[config.mk]
export PLATFORM = sky130hd
export DESIGN_NAME = rx_desc_writeback
export DESIGN_NICKNAME = d
export VERILOG_FILES = /design/src/rtl/rxwb_pkg.sv /design/src/rtl/rxwb_packer.sv /design/src/rtl/rxwb_stats.sv /design/src/rtl/rx_desc_writeback.sv
export SDC_FILE = /design/constraint.sdc
export NUM_CORES = 1
export LEC_CHECK = 0
export ABC_AREA = 1
export BUFFER_PORTS_ARGS = -buffer_cell sky130_fd_sc_hd__buf_2
export CAP_MARGIN = 20
export CORE_ASPECT_RATIO = 0.7
export CORE_MARGIN = 2
export CORE_UTILIZATION = 55
export CTS_CLUSTER_DIAMETER = 150
export DETAILED_ROUTE_END_ITERATION = 10
export PLACE_DENSITY = 0.78
export SYNTH_ARGS = -nofsm -noshare
export SYNTH_HDL_FRONTEND = slang
export SYNTH_SLANG_ARGS = --single-unit
[constraint.sdc]
create_clock -name clk -period 4.85 [get_ports clk]
set_clock_uncertainty 0.2 [all_clocks]
set_input_delay 1.455 -clock clk [delete_from_list [all_inputs] [get_ports clk]]
set_output_delay 1.455 -clock clk [all_outputs]
set_load 0.01 [all_outputs]
[src/rtl/rxwb_pkg.sv]
package rxwb_pkg;

  typedef enum logic [2:0] {
    ST_IDLE,
    ST_FETCH,
    ST_DATA,
    ST_FINISH,
    ST_WB
  } wb_state_t;

  localparam int unsigned BUS_BYTES = 4;
  localparam int unsigned OWN_BIT   = 31;
  localparam int unsigned WRAP_BIT  = 15;

  // completed status word: length including four trailer bytes in the
  // upper half, first/last markers in the low half, ownership cleared
  function automatic logic [31:0] done_word(input logic [15:0] frame_len);
    logic [15:0] total;
    total = frame_len + 16'd4;
    return {total, 16'h0300};
  endfunction

  // a byte mask is well formed when it is a run of ones from lane 0
  function automatic logic low_run(input logic [3:0] be);
    return (be != 4'd0) && (((be + 4'd1) & be) == 4'd0);
  endfunction

endpackage

[src/rtl/rxwb_packer.sv]
module rxwb_packer import rxwb_pkg::*; #(
  parameter int unsigned IW = 14
) (
  input  logic          clk,
  input  logic          rst_n,
  input  logic          clear,
  input  logic          take,
  input  logic [7:0]    byte_in,
  input  logic          last,
  input  logic          wr_done,
  output logic          pend,
  output logic [31:0]   wdata,
  output logic [3:0]    wbe,
  output logic [IW-1:0] widx
);
  localparam int unsigned LANE_W = $clog2(BUS_BYTES);

  logic [LANE_W-1:0] lane;

  always_ff @(posedge clk or negedge rst_n) begin
    if (!rst_n) begin
      lane  <= '0;
      wbe   <= '0;
      wdata <= '0;
      pend  <= 1'b0;
      widx  <= '0;
    end else if (clear) begin
      lane <= '0;
      wbe  <= '0;
      pend <= 1'b0;
      widx <= '0;
    end else if (wr_done) begin
      pend <= 1'b0;
      wbe  <= '0;
      widx <= widx + 1'b1;
    end else if (take) begin
      wdata[lane*8 +: 8] <= byte_in;
      wbe[lane]          <= 1'b1;
      if (lane == LANE_W'(BUS_BYTES - 1) || last) begin
        pend <= 1'b1;
        lane <= '0;
      end else begin
        lane <= lane + 1'b1;
      end
    end
  end

  // a pending word always starts at lane 0 and has no holes
  assert_be_run_R3: assert property (@(posedge clk) disable iff (!rst_n)
    pend |-> low_run(wbe));

  // no byte may be taken while a word waits for the bus
  assert_no_take_pend_R3: assert property (@(posedge clk) disable iff (!rst_n)
    (pend && !wr_done && !clear) |=> $stable(wdata));

endmodule

[src/rtl/rxwb_stats.sv]
module rxwb_stats #(
  parameter int unsigned LEN_W = 14,
  parameter int unsigned CNT_W = 32
) (
  input  logic             clk,
  input  logic             rst_n,
  input  logic             commit,
  input  logic             is_ucast,
  input  logic             is_bcast,
  input  logic [LEN_W-1:0] frame_len,
  output logic [CNT_W-1:0] cnt_frames,
  output logic [CNT_W-1:0] cnt_ucast,
  output logic [CNT_W-1:0] cnt_mcast,
  output logic [CNT_W-1:0] cnt_bcast,
  output logic [CNT_W-1:0] cnt_bytes
);
  always_ff @(posedge clk or negedge rst_n) begin
    if (!rst_n) begin
      cnt_frames <= '0;
      cnt_ucast  <= '0;
      cnt_mcast  <= '0;
      cnt_bcast  <= '0;
      cnt_bytes  <= '0;
    end else if (commit) begin
      cnt_frames <= cnt_frames + 1'b1;
      cnt_bytes  <= cnt_bytes + CNT_W'(frame_len) + CNT_W'(4);
      if (is_ucast)      cnt_ucast <= cnt_ucast + 1'b1;
      else if (is_bcast) cnt_bcast <= cnt_bcast + 1'b1;
      else               cnt_mcast <= cnt_mcast + 1'b1;
    end
  end

  // the three class counters partition the delivered frames
  assert_class_sum_R9: assert property (@(posedge clk) disable iff (!rst_n)
    (cnt_ucast + cnt_mcast + cnt_bcast) == cnt_frames);

  assert_frame_step_R8: assert property (@(posedge clk) disable iff (!rst_n)
    commit |=> cnt_bytes != $past(cnt_bytes));

endmodule

[src/rtl/rx_desc_writeback.sv]
module rx_desc_writeback import rxwb_pkg::*; #(
  parameter int unsigned AW      = 32,
  parameter int unsigned LEN_W   = 14,
  parameter int unsigned CNT_W   = 32,
  parameter int unsigned STRIDE  = 32,
  parameter int unsigned MIN_LEN = 12
) (
  input  logic             clk,
  input  logic             rst_n,
  input  logic             rx_enable,
  input  logic             base_load,
  input  logic [AW-1:0]    ring_base,
  output logic [AW-1:0]    cur_desc,
  input  logic             in_valid,
  input  logic [7:0]       in_data,
  input  logic             in_last,
  output logic             in_ready,
  output logic             mem_req,
  output logic             mem_we,
  output logic [AW-1:0]    mem_addr,
  output logic [31:0]      mem_wdata,
  output logic [3:0]       mem_be,
  input  logic             mem_gnt,
  input  logic [31:0]      mem_rdata,
  output logic             evt_ri,
  output logic             evt_nis,
  output logic             evt_ru,
  output logic             evt_ais,
  output logic [CNT_W-1:0] cnt_frames,
  output logic [CNT_W-1:0] cnt_ucast,
  output logic [CNT_W-1:0] cnt_mcast,
  output logic [CNT_W-1:0] cnt_bcast,
  output logic [CNT_W-1:0] cnt_bytes
);
  localparam int unsigned CLASS_BYTES = 6;

  function automatic logic [AW-1:0] next_desc(input logic [AW-1:0] cur,
                                              input logic [AW-1:0] base,
                                              input logic          wrap);
    return wrap ? base : cur + AW'(STRIDE);
  endfunction

  wb_state_t        state;
  logic [1:0]       fidx;
  logic [31:0]      ctl_q, size_q;
  logic [AW-1:0]    buf_q;
  logic [LEN_W-1:0] len_q;
  logic             uc_q, bc_q;

  // named internal events
  logic start_w, accept_w, owned_w, short_w, decide_w, commit_w, wr_done_w;
  logic pk_pend;
  logic [31:0]      pk_data;
  logic [3:0]       pk_be;
  logic [LEN_W-1:0] pk_idx;

  assign owned_w   = ctl_q[OWN_BIT];
  assign short_w   = len_q < LEN_W'(MIN_LEN);
  assign start_w   = (state == ST_IDLE) && in_valid && rx_enable;
  assign in_ready  = (state == ST_DATA) && !pk_pend;
  assign accept_w  = in_ready && in_valid;
  assign decide_w  = (state == ST_FINISH) && !pk_pend;
  assign commit_w  = (state == ST_WB) && mem_gnt;
  assign wr_done_w = pk_pend && mem_gnt &&
                     (state == ST_DATA || state == ST_FINISH);

  assign evt_ri  = (decide_w && short_w) || commit_w;
  assign evt_nis = evt_ri;
  assign evt_ru  = decide_w && !short_w && !owned_w;
  assign evt_ais = evt_ru;

  always_comb begin
    mem_req   = 1'b0;
    mem_we    = 1'b0;
    mem_addr  = cur_desc;
    mem_wdata = '0;
    mem_be    = '0;
    unique case (state)
      ST_FETCH: begin
        mem_req  = 1'b1;
        mem_addr = cur_desc + AW'({fidx, 2'b00});
      end
      ST_DATA, ST_FINISH: begin
        mem_req   = pk_pend;
        mem_we    = 1'b1;
        mem_addr  = buf_q + AW'({pk_idx, 2'b00});
        mem_wdata = pk_data;
        mem_be    = pk_be;
      end
      ST_WB: begin
        mem_req   = 1'b1;
        mem_we    = 1'b1;
        mem_wdata = done_word(16'(len_q));
        mem_be    = 4'hF;
      end
      default: ;
    endcase
  end

  always_ff @(posedge clk or negedge rst_n) begin
    if (!rst_n) begin
      state  <= ST_IDLE;
      fidx   <= '0;
      ctl_q  <= '0;
      size_q <= '0;
      buf_q  <= '0;
      len_q  <= '0;
      uc_q   <= 1'b0;
      bc_q   <= 1'b0;
    end else begin
      unique case (state)
        ST_IDLE: if (start_w) begin
          state <= ST_FETCH;
          fidx  <= '0;
          len_q <= '0;
          bc_q  <= 1'b1;
        end
        ST_FETCH: if (mem_gnt) begin
          fidx <= fidx + 1'b1;
          unique case (fidx)
            2'd0:    ctl_q  <= mem_rdata;
            2'd1:    size_q <= mem_rdata;
            default: begin
              buf_q <= AW'(mem_rdata);
              state <= ST_DATA;
            end
          endcase
        end
        ST_DATA: if (accept_w) begin
          len_q <= len_q + 1'b1;
          if (len_q == '0) uc_q <= ~in_data[0];
          if (len_q < LEN_W'(CLASS_BYTES)) bc_q <= bc_q & (in_data == 8'hFF);
          if (in_last) state <= ST_FINISH;
        end
        ST_FINISH: if (decide_w) begin
          state <= (short_w || !owned_w) ? ST_IDLE : ST_WB;
        end
        ST_WB: if (mem_gnt) state <= ST_IDLE;
        default: state <= ST_IDLE;
      endcase
    end
  end

  always_ff @(posedge clk or negedge rst_n) begin
    if (!rst_n)         cur_desc <= '0;
    else if (base_load) cur_desc <= ring_base;
    else if (commit_w)  cur_desc <= next_desc(cur_desc, ring_base, size_q[WRAP_BIT]);
  end

  rxwb_packer #(.IW(LEN_W)) packer_i (
    .clk     (clk),
    .rst_n   (rst_n),
    .clear   (start_w),
    .take    (accept_w && owned_w),
    .byte_in (in_data),
    .last    (in_last),
    .wr_done (wr_done_w),
    .pend    (pk_pend),
    .wdata   (pk_data),
    .wbe     (pk_be),
    .widx    (pk_idx)
  );

  rxwb_stats #(.LEN_W(LEN_W), .CNT_W(CNT_W)) stats_i (
    .clk        (clk),
    .rst_n      (rst_n),
    .commit     (commit_w),
    .is_ucast   (uc_q),
    .is_bcast   (bc_q),
    .frame_len  (len_q),
    .cnt_frames (cnt_frames),
    .cnt_ucast  (cnt_ucast),
    .cnt_mcast  (cnt_mcast),
    .cnt_bcast  (cnt_bcast),
    .cnt_bytes  (cnt_bytes)
  );

  assert_refuse_R1: assert property (@(posedge clk) disable iff (!rst_n)
    (state == ST_IDLE && !rx_enable) |=> !mem_req);

  assert_busy_ready_R2: assert property (@(posedge clk) disable iff (!rst_n)
    (mem_req && (!mem_we || state == ST_WB)) |-> !in_ready);

  assert_short_quiet_R4: assert property (@(posedge clk) disable iff (!rst_n)
    (evt_ri && !commit_w && !base_load) |=> $stable(cur_desc) && $stable(cnt_frames));

  assert_drop_quiet_R5: assert property (@(posedge clk) disable iff (!rst_n)
    evt_ru |-> evt_ais && !evt_ri && !mem_req);

  assert_no_buf_write_R5: assert property (@(posedge clk) disable iff (!rst_n)
    (state == ST_DATA && !owned_w) |-> !mem_req);

  assert_ptr_move_R7: assert property (@(posedge clk) disable iff (!rst_n)
    (commit_w && !base_load) |=>
      (cur_desc == $past(ring_base) || cur_desc == $past(cur_desc) + AW'(STRIDE)));

  assert_req_hold_R11: assert property (@(posedge clk) disable iff (!rst_n)
    (mem_req && !mem_gnt && !base_load) |=>
      mem_req && $stable(mem_addr) && $stable(mem_we));

endmodule

==> key figures <==
Floorplan
  – Die area: 37,910 µm²
  – I/O pin count: 346
  – Core Footprint: 35,850 µm²
  – Initial core utilization: 55.77%
  – Std-Cell Rows: 58
  – Chip height: 163.5 µm
  – Die width: 231.9 µm

Yosys
  – Count of state elements after synthesis: 300
  – Post-Syn Nets: 3,014
  – YS warnings: 0
  – Post-synth EDFFs: 0
  – Avg Inst Size Synth: 6.973 µm²
  – Post-synth top flop: dfrtp_1
  – Ys async rst share: 100.0%
  – Seq/Total Area, Yosys: 37.55%
  – Distinct cells, synth: 49
  – Cells after Synth: 2,867
  – Cell area after synthesis: 19,990 µm²

STA
  – Hold_ws: 295.3 ps
  – Worst-Margin Slew: 956.1 ps
  – Max-slew headroom: 35.77%
  – Final TNS setup: 0 ps
  – Clock period minus final worst setup slack: 4715 ps
  – Fin crit share: 97.21%
  – Unrepaired setup endpoints after global routing: false
  – Final Setup Violations: 0
  – Fmax: 0.2121 GHz
  – Max-slew violation count: 0
  – Final Hold Viols: 0

Place
  – DP Area: 22,240 µm²
  – Count of buffers from port buffering: 345
  – GPL Wtd Cong: 1.043
  – Post-DP HPWL: 54,480 µm

Worst setup path
  – Most used cell, CP: inv_1
  – Worst Setup End Kind: primary output
  – Critical-path top delay cell: dfrtp_1
  – Worst-path fanout max: 6
  – Crit path required time: 3190 ps
  – Largest stage delay, worst path: 420 ps
  – Crit path launch type: flop
  – Worst EP arrival: 3060 ps
  – Flop2flop setup slack: 1650 ps
  – Crit path kind: flop to primary output
  – CP Cell Sequence: ha_1 > inv_1 > fa_1 > inv_1 > nand2_1 > nor2_1 > inv_1 > o21ai_0 > o211ai_1 > nand3_1 > buf_2

Drt
  – Iter 0 DRT Violations: 2,644
  – Final wirelength: 70,140 µm
  – Via/cell ratio: 5.702
  – Routed Antenna Nets: 0
  – DR DRC count: 0
  – Via count: 21,200
  – Routed length per placed instance: 18.87 µm
  – 1st-pass router iterations: 8

GRT
  – Initial antenna violation count: 11
  – Vias in the first global route: 19,420
  – Gr ovfl total: 0
  – GRT Total Usage: 36.52%
  – Largest net degree at the start of global routing: 108
  – Global-route wire length before repair: 108,600 µm

Clock network
  – CTS tree: built
  – CTS Hold Bufs: 0
  – Post-cts resize count: 0
  – H-tree lvl count: 2
  – CTS clk-pin slew, worst paths: 60 ps
  – Clk buf depth: 3
  – Worst-skew pair later-pin latency: 540 ps
  – # Post-CTS Setup Buffers: 0
  – Clock root cell: clkbuf_16
  – Clock sink count: 300
  – Num CTS Buffers: 34

Power and ir drop
  – Peak supply drop: 0.0003582 V
  – Clock Power Share: 26.7%
  – Internal power: 6.013 mW
  – Pwr per Cell Area: 446.5 nW/µm²
  – Leakage: 11.98 nW
  – Sw power: 4.444 mW
  – Gate power share: 38.8%
  – Sequential power share: 34.6%
  – Sw Ratio: 42.49%

Cells and area
  – Most common cell after layout, fill and taps aside: nand2_1
  – Area grow syn2layout: 17.15%
  – Final nets: 3,357
  – Final Cell Area: 23,420 µm²
  – Layout cells sized above 1: 14.89%
  – Most frequent cells in the layout: 829 x nand2_1, 372 x inv_1, 344 x buf_2, 327 x nor2_1, 300 x dfrtp_1

Run status
  – Status: finished clean

Min path
  – Min-Delay Path Class: flop to flop

Run
  – Max cap viols: 0
[cell usage after synthesis, types with 2 or more instances]
cell type	instances	area share, %
o211ai_1	17	0.64
clkinv_1	2	0.038
and2_1	3	0.094
nor2_1	328	6.2
o221ai_1	6	0.26
o21bai_1	3	0.11
nand4_1	66	2.1
nand3_1	208	5.2
a31oi_1	6	0.19
nor3b_2	2	0.13
nand3b_1	16	0.60
nor3_1	85	2.1
xnor2_1	26	1.1
clkbuf_1	36	0.68
nor4_1	7	0.22
o21a_1	2	0.075
mux2_2	20	1.1
a211oi_1	3	0.11
a21oi_1	78	2.0
o22ai_1	19	0.59
o21ai_0	190	4.8
ha_1	65	4.1
fa_1	3	0.30
nor2_2	7	0.22
nand2_1	829	16
or2_2	5	0.16
buf_4	5	0.19
buf_2	11	0.28
a22oi_1	2	0.075
nand2_4	4	0.23
inv_2	5	0.094
nor3_2	5	0.25
dfrtp_1	300	38
buf_1	2	0.038
xor2_1	99	4.3
inv_1	372	7.0
nor2_4	9	0.51
nand2_2	7	0.22
nor3b_1	4	0.15
[power by group through the flow]
stage	combinational, mW	sequential [mW]	clock [mW]
final	4.06	3.61	2.79
after detailed placement	3.94	3.62	0
after global routing	4.42	3.66	2.93
after global placement	3.89	3.60	0
after floorplan	2.32	3.52	0
after CTS	3.98	3.58	2.81
[per-stage QoR]
step | setup WS [ps] | util, % | power, mW | instances
2_1_floorplan | 778.4 | - | 5.836 | 2867
3_3_place_gp | 645.9 | 62.02 | 7.491 | 3654
3_5_place_dp | 748.8 | 62.02 | 7.565 | 3654
4_1_cts | 177.8 | 65.26 | 10.38 | 3710
5_1_grt | 35.45 | 65.30 | 11.01 | 3713
6_report | 135.1 | 65.33 | 10.46 | 3717
[final timing paths]
path / start / end / cells past startpoint
max: cur_desc[2]$_DFFE_PN0P_ / mem_addr[16] / 11
min: buf_q[15]$_DFFE_PN0P_ / buf_q[15]$_DFFE_PN0P_ / 2
max reg2reg: state[1]$_DFFE_PN0P_ / cur_desc[27]$_DFFE_PN0P_ / 12
min reg2reg: buf_q[15]$_DFFE_PN0P_ / buf_q[15]$_DFFE_PN0P_ / 2
max in group asynchronous: rst_n / stats_i.cnt_frames[23]$_DFFE_PN0P_ / 2
min in group asynchronous: rst_n / stats_i.cnt_bytes[2]$_DFFE_PN0P_ / 1
[sequential cells by signal, summed over array words and instances (netlist names), 2 cells and up]
name / count
buf_q: 32
cur_desc: 32
packer_i.wdata: 32
stats_i.cnt_bcast: 32
stats_i.cnt_bytes: 32
stats_i.cnt_frames: 32
stats_i.cnt_mcast: 32
stats_i.cnt_ucast: 32
len_q: 14
packer_i.widx: 14
packer_i.wbe: 4
state: 3
fidx: 2
packer_i.lane: 2
[worst max-delay path, delay by kind of cell (launching register included)]
family | cells | cell delay (ps)
AND/OR/NAND/NOR | 3 | 700
buffers and inverters | 4 | 460
flip-flops | 1 | 420
AO/OA/AOI/OAI | 2 | 410
adder cells (fa/ha/maj) | 2 | 540
[kinds of logic after synthesis]
kind of cell	after synthesis	share of synthesized area, %
adder cells (fa/ha/maj)	68	4.369
flip-flops	300	37.55
buffers and inverters	434	8.349
XOR/XNOR	125	5.476
multiplexers	20	1.127
AND/OR/NAND/NOR	1589	34.16
AO/OA/AOI/OAI	331	8.968
[per-layer routing]
metal | vias up | share of wire [%] | global-route usage (%)
met3 | 147 | 11 | 9.253
met2 | 1189 | 41 | 51.26
met5 | - | 0.077 | 0
met1 | 9921 | 44 | 54.40
li1 | 9930 | - | -
met4 | 8 | 3.3 | 12.06
[final cells by class]
type | count | area, µm²
clock inverters | 10 | 182.7
inverters | 379 | 1423
well taps | 480 | 600.6
diodes | 7 | 17.52
flip-flops and latches | 300 | 7507
fillers | 3278 | 12430
multi-input cells | 2133 | 10820
repair buffers | 362 | 1889
clock buffers | 46 | 977.2
Power figures use the tool's default switching activity.
